--- config.mk ---
export PLATFORM = sky130hd
export DESIGN_NAME = fifo_thresh_loader
export DESIGN_NICKNAME = d
export VERILOG_FILES = /design/src/rtl/fifo_thresh_loader.sv
export SDC_FILE = /design/constraint.sdc
export NUM_CORES = 1
export LEC_CHECK = 0
export ABC_AREA = 1
export BUFFER_PORTS_ARGS = -buffer_cell sky130_fd_sc_hd__buf_2
export CELL_PAD_IN_SITES_DETAIL_PLACEMENT = 0
export CELL_PAD_IN_SITES_GLOBAL_PLACEMENT = 1
export CORE_MARGIN = 2
export CORE_UTILIZATION = 34
export CTS_CLUSTER_SIZE = 24
export DETAILED_ROUTE_END_ITERATION = 16
export HOLD_SLACK_MARGIN = 0.05
export PLACE_DENSITY = 0.78
export SLEW_MARGIN = 20
export SYNTH_ARGS = -nofsm -noshare
export SYNTH_HDL_FRONTEND = slang
export SYNTH_SLANG_ARGS = --single-unit
export TNS_END_PERCENT = 10
--- constraint.sdc ---
create_clock -name clk -period 1.5 [get_ports clk]
set_input_delay 0.225 -clock clk [delete_from_list [all_inputs] [get_ports clk]]
set_output_delay 0.225 -clock clk [all_outputs]
set_load 0.01 [all_outputs]
--- src/rtl/fifo_thresh_loader.sv ---
module fifo_thresh_loader #(
  parameter int DEPTH  = 1000,
  parameter int DATA_W = 16
) (
  input  logic                       clk,
  input  logic                       rst_n,
  input  logic                       prog_n,
  input  logic [1:0]                 dflt_sel,
  input  logic                       wr_en,
  input  logic [DATA_W-1:0]          wdata,
  input  logic                       rd_en,
  output logic [DATA_W-1:0]          rdata,
  input  logic                       ser_en,
  input  logic                       ser_din,
  output logic [$clog2(DEPTH)-1:0]   empty_ofs,
  output logic [$clog2(DEPTH)-1:0]   full_ofs,
  output logic                       serial_mode,
  output logic                       fifo_access_en
);
  localparam int W  = $clog2(DEPTH);
  localparam int SW = 2 * W;
  localparam int CW = $clog2(SW + 1);
  localparam int unsigned MAXV = DEPTH - 1;
  localparam logic [W-1:0]      MAXW = W'(MAXV);
  localparam logic [DATA_W-1:0] MAXD = DATA_W'(MAXV);

  function automatic logic [W-1:0] dflt(input logic [2:0] idx);
    int unsigned v;
    v = (32'd1 << (int'(idx) + 3)) - 32'd1;
    return (v > MAXV) ? MAXW : W'(v);
  endfunction

  function automatic logic [W-1:0] clip_w(input logic [W-1:0] v);
    return (v > MAXW) ? MAXW : v;
  endfunction

  logic          wr_sel, rd_sel;
  logic [SW-1:0] shreg;
  logic [CW-1:0] bit_cnt;

  wire prog     = rst_n && !prog_n;
  wire par_wr   = prog && !serial_mode && wr_en;
  wire par_rd   = prog && rd_en;
  wire ser_sh   = prog && serial_mode && ser_en;
  wire last_bit = ser_sh && (bit_cnt == CW'(SW - 1));
  wire [SW-1:0] sh_next = {ser_din, shreg[SW-1:1]};
  wire [W-1:0]  par_val = (wdata > MAXD) ? MAXW : wdata[W-1:0];

  assign fifo_access_en = rst_n && prog_n;

  always_ff @(posedge clk) begin
    if (!rst_n) begin
      serial_mode <= prog_n;
      empty_ofs   <= dflt({prog_n, dflt_sel});
      full_ofs    <= dflt({prog_n, dflt_sel});
      wr_sel      <= 1'b0;
      rd_sel      <= 1'b0;
      shreg       <= '0;
      bit_cnt     <= '0;
      rdata       <= '0;
    end else begin
      if (par_wr) begin
        if (!wr_sel) empty_ofs <= par_val;
        else         full_ofs  <= par_val;
        wr_sel <= ~wr_sel;
      end
      if (ser_sh) begin
        shreg   <= sh_next;
        bit_cnt <= last_bit ? '0 : bit_cnt + 1'b1;
        if (last_bit) begin
          empty_ofs <= clip_w(sh_next[W-1:0]);
          full_ofs  <= clip_w(sh_next[SW-1:W]);
        end
      end
      if (par_rd) begin
        rdata  <= DATA_W'(rd_sel ? full_ofs : empty_ofs);
        rd_sel <= ~rd_sel;
      end
    end
  end

  p_range_r6: assert property (@(posedge clk) disable iff (!rst_n)
    (empty_ofs <= MAXW) && (full_ofs <= MAXW));

  p_mode_held_r2: assert property (@(posedge clk) disable iff (!rst_n)
    $past(rst_n) |-> $stable(serial_mode));

  p_locked_r7: assert property (@(posedge clk) disable iff (!rst_n)
    prog_n |=> $stable(empty_ofs) && $stable(full_ofs));

  p_par_ignored_r7: assert property (@(posedge clk) disable iff (!rst_n)
    serial_mode && !ser_en |=> $stable(empty_ofs) && $stable(full_ofs));

  p_partial_serial_r5: assert property (@(posedge clk) disable iff (!rst_n)
    ser_sh && !last_bit |=> $stable(empty_ofs) && $stable(full_ofs));

  p_rdata_hold_r4: assert property (@(posedge clk) disable iff (!rst_n)
    !par_rd |=> $stable(rdata));

  p_access_r8: assert property (@(posedge clk)
    !rst_n |-> !fifo_access_en);
endmodule

==> flow_results.org, run 1 <==
** Timing
- Clock skew on the completed layout was measured at 0.007035 ns.
- Dividing the final minimum period by the clock period gives 0.9341.
- Final Max Slew Viols :: 0
- Setup violations remaining at the end of the flow were counted as 0.
- The clock period could shrink to 1.401 ns.
- The number of hold violations in the final report was 0.
- For the final routed database, the setup TNS stands at 0 ns.
- Unrepaired setup endpoints after global routing :: yes
- Max Clk Rate :: 713.7 MHz

** Detailed routing
- Average wire per cell in the routed design :: 12.67 um
- Via count of the routed design :: 3081
- For this block, the routed nets add up to 8.542 mm of wire.
- For this run, design rule violations remaining after detail routing come to 0.
- Before antenna repair, the detailed router went through 4 iterations.
- Post-detailed-route count of antenna-violating nets :: 0
- Iteration-0 DRC count of the detailed router :: 108
- Dividing the detail-routed via count by the number of cells gives 4.571.

** Final layout
- Final-layout fill cell count :: 970
- Relative to the synthesized area, the layout overhead comes to 19.26%.
- In the final layout, the share of cells above drive strength 1 is 0.1883.
- The finished layout holds 674 standard cells, fillers aside.
- Measured on the finished design, the core utilization comes to 0.4120.
- Commonest non-fill, non-tap cell in the layout :: sky130_fd_sc_hd__nand2_1
- In the final design database the tool counted 587 nets.
- The repair_antennas step left the layout with diodes totalling 0.
- Most used cells in the layout excluding fill and tap cells :: 210 x sky130_fd_sc_hd__nand2_1, 56 x sky130_fd_sc_hd__dfxtp_1, 56 x sky130_fd_sc_hd__buf_2
- Summing all non-filler instances in the final layout gives an area of 3735 sq um.

** Clock tree
- H-Tree Level Count :: 3
- TritonCTS built the clock tree.
- Clock tree synthesis selected as its root buffer the cell sky130_fd_sc_hd__clkbuf_8.
- CTS max path bufs :: 2
- Skew-Pair Late Insertion Delay :: 0.33 ns
- Clock-pin slew was measured on the worst setup and hold paths at 0.07 ns.
- CTS saw 57 sinks.
- The number of clock buffers added by TritonCTS is 9.

** Worst setup path
- Type of the setup path with the least slack :: reg2reg
- Critical-path cell with the highest stage delay :: sky130_fd_sc_hd__edfxtp_1
- Crit Reg-Reg Startpoint :: serial_mode$_DFFE_PN_
- The signal on the critical path passes through nand2_2 -> nor2_8 -> nand3_2 -> buf_12 -> nor2_1 -> nor2_1 -> nand2_1 -> nand2_1.
- Critical Path Sink Type :: flop
- Worst R2R Setup Slack :: 0.1 ns
- Crit path largest cell delay :: 0.42 ns
- R2r worst-path depth :: 8
- At the worst endpoint, the required time is 1.73 ns.
- Top fanout value on the critical path :: 28
- Crit path arrival time :: 1.63 ns
- Kind of launch point of the worst setup path :: flop
- The endpoint identified for the worst register-to-register timing path is empty_ofs[8]$_DFF_P_.
- Worst path bufs/invs :: 1
- On the critical path the largest part of the delay comes from simple AND/OR/NAND/NOR gates.

** Global route
- Global-route usage over all layers :: 0.1749
- Number of global-route vias before repair :: 2852
- The first global-routing pass estimated 13.74 mm of wire.
- Total overflow reported by the global router :: 0
- Pin count of the biggest net entering global routing :: 36
- Antenna violations before repair :: 0

** Pwr
- After layout, the design draws a total of 3.474 mW.
- For this design the ratio of total power to cell area is 930.3 nW/um^2.
- Peak ir drop on the vdd network :: 0.3399 mV
- Leak Pwr :: 1.965 nW

** Placement
- Final Wtd Congestion :: 0.8328
- Port bufs :: 56
- Including well taps, the total number of placed cells is 658.
- DPL Wire Length :: 6.470 mm
- In this run the cell area measured after placement is 3570 sq um.

** Floorplan
- Area of the die :: 9995 sq um
- During I/O placement, the number of pins put on the boundary was 63.
- Placeable core region :: 9065 sq um
- The floorplan step set the die height to 99.98 um.
- Die width :: 99.98 um
- The initialized floorplan defines 35 standard-cell rows.
- Starting utilization of the core area :: 0.3455

** Synth
- Total number of yosys warnings :: 0
- Async set-or-reset flop fraction in the synthesized netlist :: 0
- Post-synthesis instance area :: 3132 sq um
- For this run, the register share of the synthesized area comes to 0.3676.
- Of the post-synthesis cell area, the dominant cell type holds 0.3580.
- The netlist uses 33 different library cells.
- Leading cell types by total area after synthesis :: sky130_fd_sc_hd__dfxtp_1 36%, sky130_fd_sc_hd__nand2_1 25%, sky130_fd_sc_hd__nor2_1 6.4%, sky130_fd_sc_hd__a21oi_1 4.2%, sky130_fd_sc_hd__o21ai_0 3.8%
- The average instance in the mapped netlist occupies 6.340 sq um.
- Counting flops with a built-in enable in the synthesized netlist gives 1.
- Counting every instance in the synthesized netlist gives 494.
- Register bit total from synthesis :: 57
- The synthesized design spends more area on one cell type than any other, namely sky130_fd_sc_hd__dfxtp_1.
- Most instantiated flip-flop cell in the synthesis netlist :: sky130_fd_sc_hd__dfxtp_1

** Worst hold path
- The worst hold path terminates at shreg[19]$_SDFFE_PN0P_.
- Startpoint of the most critical hold path :: ser_din
- Number of cells traversed by the worst hold path :: 3
- Type of the worst min-delay path :: in2reg

** Job
- Maximum capacitance violations :: 0

** Run status
- The flow ran to the end, and the final reports show no timing, DRC or antenna violations.
==> worst max path at each step <==
| stage | to | depth (start not counted) | from |
|---|---|---|---|
| after floorplan | full_ofs[0]$_DFF_P_ | 9 | serial_mode$_DFFE_PN_ |
| after global routing | empty_ofs[1]$_DFF_P_ | 7 | serial_mode$_DFFE_PN_ |
| after CTS | full_ofs[3]$_DFF_P_ | 7 | serial_mode$_DFFE_PN_ |
| after global placement | empty_ofs[6]$_DFF_P_ | 12 | prog_n |
| after detailed placement | full_ofs[3]$_DFF_P_ | 7 | serial_mode$_DFFE_PN_ |
| final | empty_ofs[8]$_DFF_P_ | 8 | serial_mode$_DFFE_PN_ |
==> stage by stage <==
step / worst slack [ns] / hold slack, ns
2_1_floorplan: 0.06110 / 0.3239
3_3_place_gp: 0.03657 / 0.4473
3_5_place_dp: 0.002041 / 0.4526
4_1_cts: 0.04826 / 0.1294
5_1_grt: -0.009279 / 0.1726
6_report: 0.09885 / 0.1483
==> cells in the mapped netlist (2+ instances only) <==
cell type / number
sky130_fd_sc_hd__dfxtp_1: 56
sky130_fd_sc_hd__nand4_1: 5
sky130_fd_sc_hd__buf_2: 5
sky130_fd_sc_hd__nand2_1: 210
sky130_fd_sc_hd__o21ai_0: 24
sky130_fd_sc_hd__nor3_1: 2
sky130_fd_sc_hd__nor2_1: 53
sky130_fd_sc_hd__clkinv_1: 4
sky130_fd_sc_hd__nand2_2: 3
sky130_fd_sc_hd__inv_1: 31
sky130_fd_sc_hd__buf_4: 7
sky130_fd_sc_hd__nor2_4: 3
sky130_fd_sc_hd__ha_1: 4
sky130_fd_sc_hd__a21oi_1: 26
sky130_fd_sc_hd__clkbuf_1: 11
sky130_fd_sc_hd__nand3_2: 2
sky130_fd_sc_hd__nor2_2: 4
sky130_fd_sc_hd__conb_1: 2
sky130_fd_sc_hd__nand3b_1: 7
sky130_fd_sc_hd__buf_6: 3
sky130_fd_sc_hd__nand3_1: 20
==> worst register-to-register path, stage by stage, from the launching register on <==
cell and delay [ns]:
sky130_fd_sc_hd__edfxtp_1 0.42, sky130_fd_sc_hd__nand2_2 0.12, sky130_fd_sc_hd__nor2_8 0.12, sky130_fd_sc_hd__nand3_2 0.12, sky130_fd_sc_hd__buf_12 0.20, sky130_fd_sc_hd__nor2_1 0.12
sky130_fd_sc_hd__nor2_1 0.07, sky130_fd_sc_hd__nand2_1 0.09, sky130_fd_sc_hd__nand2_1 0.04
==> flip-flops by register name, summed over array words and instances, names as in the netlist <==
register / flops
full_ofs: 10
wr_sel: 1
rdata: 10
empty_ofs: 10
bit_cnt: 5
shreg: 19
rd_sel: 1
serial_mode: 1
==> layer usage <==
| metal | vias up | track usage | share of wire |
|---|---|---|---|
| met4 | 0 | 0.05796 | 0.015 |
| met3 | 13 | 0.03134 | 0.042 |
| met2 | 70 | 0.2999 | 0.47 |
| met5 | - | 0 | 0 |
| li1 | 1656 | - | - |
| met1 | 1342 | 0.2227 | 0.47 |
==> where the power goes <==
part / switching [mW] / internal, mW
Sequential: 0.0800 / 1.61
Combinational: 0.367 / 0.237
Clock: 0.588 / 0.588
==> cell families (layout without fill, tap and decap cells) <==
kind of cell | after synthesis | after routing | synth area share
other cells | 2 | 10 | 0.002398
buf+inv | 64 | 125 | 0.09588
flops | 57 | 57 | 0.3676
xor+xnor | 2 | 2 | 0.005594
simple gates | 314 | 314 | 0.4303
compound gates | 51 | 51 | 0.08230
fa+ha+maj | 4 | 4 | 0.01598
==> layout make-up <==
class                           count  area, sq um  area share
Sequential cell                    57         1151      0.3082
Multi-Input combinational cell    381         1720      0.4606
Clock inverter                      4        20.02    0.005360
Tap cell                          111        138.9     0.03719
Inverter                           37        143.9     0.03853
Clock buffer                       12        135.1     0.03618
Timing Repair Buffer               72        425.4      0.1139
==> what timing repair did <==
action,CTS,global route
endpoints found under the setup margin,2,5
resized for setup,1,2
pin swaps,0,1
hold buffers,0,0
setup buffers,0,0
No activity file was read; power rests on OpenSTA's default activity.
==> inputs of run 2 (changes only) <==
--- a/config.mk
+++ b/config.mk
@@ -9,6 +9,7 @@
 export BUFFER_PORTS_ARGS = -buffer_cell sky130_fd_sc_hd__buf_2
 export CELL_PAD_IN_SITES_DETAIL_PLACEMENT = 0
 export CELL_PAD_IN_SITES_GLOBAL_PLACEMENT = 1
+export CORE_ASPECT_RATIO = 1.5
 export CORE_MARGIN = 2
 export CORE_UTILIZATION = 34
 export CTS_CLUSTER_SIZE = 24
==> flow_results.org, run 2 (synthesis results as in run 1) <==
** Run status
- The flow ran to the end, and the final reports show no timing, DRC or antenna violations.

** Timing
- The accumulated negative setup slack was 0 ns (unchanged).
- The post-route minimum period came to 1.407 ns (+0.005591 ns).
- The worst setup skew after layout is 0.008232 ns (+0.001197 ns).
- Setup repair after global routing could not meet its margin everywhere.
- The top achievable clock speed came to 710.9 MHz (-0.40%).
- Final Max Slew Viols :: 0 (unchanged)
- Final number of hold-violating endpoints :: 0 (unchanged)
- The smallest hold slack was 0.1787 ns (+0.03039 ns).
- Number of endpoints failing setup at the final stage :: 0 (unchanged)
- The portion of the clock cycle consumed by the worst path in the final layout was 0.9378 (+0.003727).

** Detailed routing
- The via count was 3173 (+3.0%).
- Via-to-Cell Ratio :: 4.659 (+1.9%)
- Residual DRC :: 0 (unchanged)
- The count of antenna-violating nets left after detailed routing came to 0 (unchanged).
- Iteration-0 DRC count of the detailed router :: 119 (+10%)
- The number of optimization iterations in the first detailed-route pass was 4 (unchanged).
- Average wire per cell in the routed design :: 13.31 um (+5.0%)
- The detailed-route wire length came to 9.063 mm (+6.1%).

** Floorplan
- Starting utilization of the core area :: 0.3526 (+0.007155)
- The site row count came to 42 (+20%).
- The area of the core is 8881 sq um (-2.0%).
- Die width :: 82.36 um (-18%)
- The number of placed I/O pins is 63 (unchanged).
- The die area is 10010 sq um (+0.15%).
- The chip height is 121.5 um (+22%).

** Final layout
- Fin area :: 4006 sq um (+7.3%)
- Max FFs per register :: 19 (unchanged)
- Area Overhead vs Synth :: 27.93%
- Ranked by flip-flop count, first place goes to shreg.
- The final-stage net count came to 595 (+1.4%).
- Ratio of cells with drive above 1 in the final layout :: 0.2049 (+0.01663)
- Most used cells in the layout excluding fill and tap cells :: 210 x sky130_fd_sc_hd__nand2_1, 56 x sky130_fd_sc_hd__dfxtp_1, 56 x sky130_fd_sc_hd__buf_2
- Commonest non-fill, non-tap cell in the layout :: sky130_fd_sc_hd__nand2_1
- The antenna diode count came to 0 (unchanged).

** Worst setup path
- The worst setup path is launched from a flop.
- R2r worst-path depth :: 8 (unchanged)
- Type of the setup path with the least slack :: reg2reg
- The worst setup path is captured at a flop.
- Top fanout value on the critical path :: 11 (-61%)
- The data required time of the critical path came to 1.72 ns (about the same).
- Worst R2R Setup Slack :: 0.09 ns (about the same)
- Crit path arrival time :: 1.63 ns (about the same)
- The endpoint identified for the worst register-to-register timing path is empty_ofs[5]$_DFF_P_.
- In this run the critical register-to-register path is launched from serial_mode$_DFFE_PN_.

** Global route
- Total overflow reported by the global router :: 0 (unchanged)
- Antenna violations before repair :: 0 (unchanged)
- The first-pass GRT wire length was 13.81 mm (+0.50%).
- The all-layer global routing usage was 0.1852 (+0.01025).
- The maximum number of pins on one net before global-route repair is 36 (unchanged).
- The via count of the first global-routing pass is 2857 (+0.18%).

** Pwr
- The switching power was 1.140 mW (+10%).
- The combinational power share is 0.140 (-0.034).
- Sequential share of power :: 0.388 (-0.100)
- The maximum vdd ir drop was 0.5939 mV (+75%).
- Share of total power in the clock network :: 0.472 (+0.133)
- The fraction of power spent switching nets was 0.2611 (-0.03674).
- Power Dens Cells :: 1090 nW/um^2 (+17%)
- The design internal power is 3.227 mW (+32%).
- Leak Pwr :: 2.096 nW (+6.7%)

** Placement
- Area after DPL :: 3571 sq um (about the same)
- The weighted congestion reported at the end of routability-driven placement was 0.9194 (+10%).
- The half-perimeter wire length after detailed placement was 6.765 mm (+4.6%).
- The port buffer count is 56 (unchanged).

** Clock tree
- CTS max path bufs :: 2 (unchanged)
- Clock slew at the register clock pins of the worst setup and hold paths :: 0.05 ns (-0.02 ns)
- The number of sinks on the clock net is 57 (unchanged).
- TritonCTS built the clock tree.
- The clock latency reported for the late side of the worst-skew pair is 0.33 ns (about the same).
- The H-tree level count is 3 (unchanged).
- Number of CTS-inserted buffers :: 9 (unchanged)
- Root Buffer Master :: sky130_fd_sc_hd__clkbuf_16

** Worst hold path
- The worst hold path depth came to 1 (-2).
- For hold timing, the worst endpoint is serial_mode$_DFFE_PN_.
- In this run the most critical hold path is launched from prog_n.
- Type of the worst min-delay path :: in2reg

** Job
- Maximum capacitance violations :: 0 (unchanged)
## run 2: timing repair
action | CTS | global route
gates resized for setup | 1 | 12
endpoints found under the setup margin | 4 | 16
gates cloned | 0 | 1
setup buffers | 4 | 1
hold buffers | 0 | 0
pin swaps | 2 | 6
## run 2: metal layers
| metal | global-route usage | wire length [um] | vias up |
|---|---|---|---|
| met4 | 0.08125 | 180 | 0 |
| met3 | 0.02741 | 299 | 13 |
| li1 | - | - | 1669 |
| met2 | 0.3417 | 4903 | 58 |
| met5 | 0 | 0 | - |
| met1 | 0.2016 | 3679 | 1433 |
## run 2: critical path: stages, from the launching register on
cell and delay (ns):
sky130_fd_sc_hd__edfxtp_1 0.43, sky130_fd_sc_hd__nand2_2 0.12, sky130_fd_sc_hd__nor2_8 0.11, sky130_fd_sc_hd__nand3_4 0.14, sky130_fd_sc_hd__buf_12 0.20, sky130_fd_sc_hd__nor2_2 0.07
sky130_fd_sc_hd__nor2_1 0.07, sky130_fd_sc_hd__nand2_1 0.10, sky130_fd_sc_hd__nand2_1 0.05
## run 2: power by group through the flow
stage / registers [mW] / clock network (mW) / logic, mW
final: 1.70 / 2.06 / 0.611
after detailed placement: 1.72 / 0 / 0.595
after floorplan: 1.74 / 0 / 0.363
after global routing: 1.71 / 2.15 / 0.695
after CTS: 1.69 / 2.08 / 0.604
after global placement: 1.72 / 0 / 0.594
## run 2: worst max-delay path by stage
stage,start,to,slack [ns],cells past startpoint
after detailed placement,prog_n,empty_ofs[4]$_DFF_P_,-0.04,9
after global placement,prog_n,full_ofs[6]$_DFF_P_,-0.01,12
after global routing,serial_mode$_DFFE_PN_,empty_ofs[1]$_DFF_P_,-0.03,8
after CTS,serial_mode$_DFFE_PN_,empty_ofs[5]$_DFF_P_,0.03,8
final,serial_mode$_DFFE_PN_,empty_ofs[5]$_DFF_P_,0.09,8
after floorplan,serial_mode$_DFFE_PN_,full_ofs[0]$_DFF_P_,0.06,9
## run 2: metrics by stage
stage | setup WS (ns) | std cells | power [mW] | util
6_report | 0.09326 | 681 | 4.367 | 0.4511
5_1_grt | -0.02808 | 681 | 4.550 | 0.4511
4_1_cts | 0.02906 | 679 | 4.379 | 0.4410
3_5_place_dp | -0.04011 | 659 | 2.318 | 0.4021
3_3_place_gp | -0.01432 | 659 | 2.317 | 0.4021
2_1_floorplan | 0.06110 | 502 | 2.105 | -
## run 2: layout make-up
type	count	area, sq um
clock buffer	13	260.3
fill	930	4875
inverter	37	143.9
clock inverter	3	40.04
sequential	57	1151
tap	110	137.6
multi-input combinational	381	1763
timing repair buffer	80	510.5
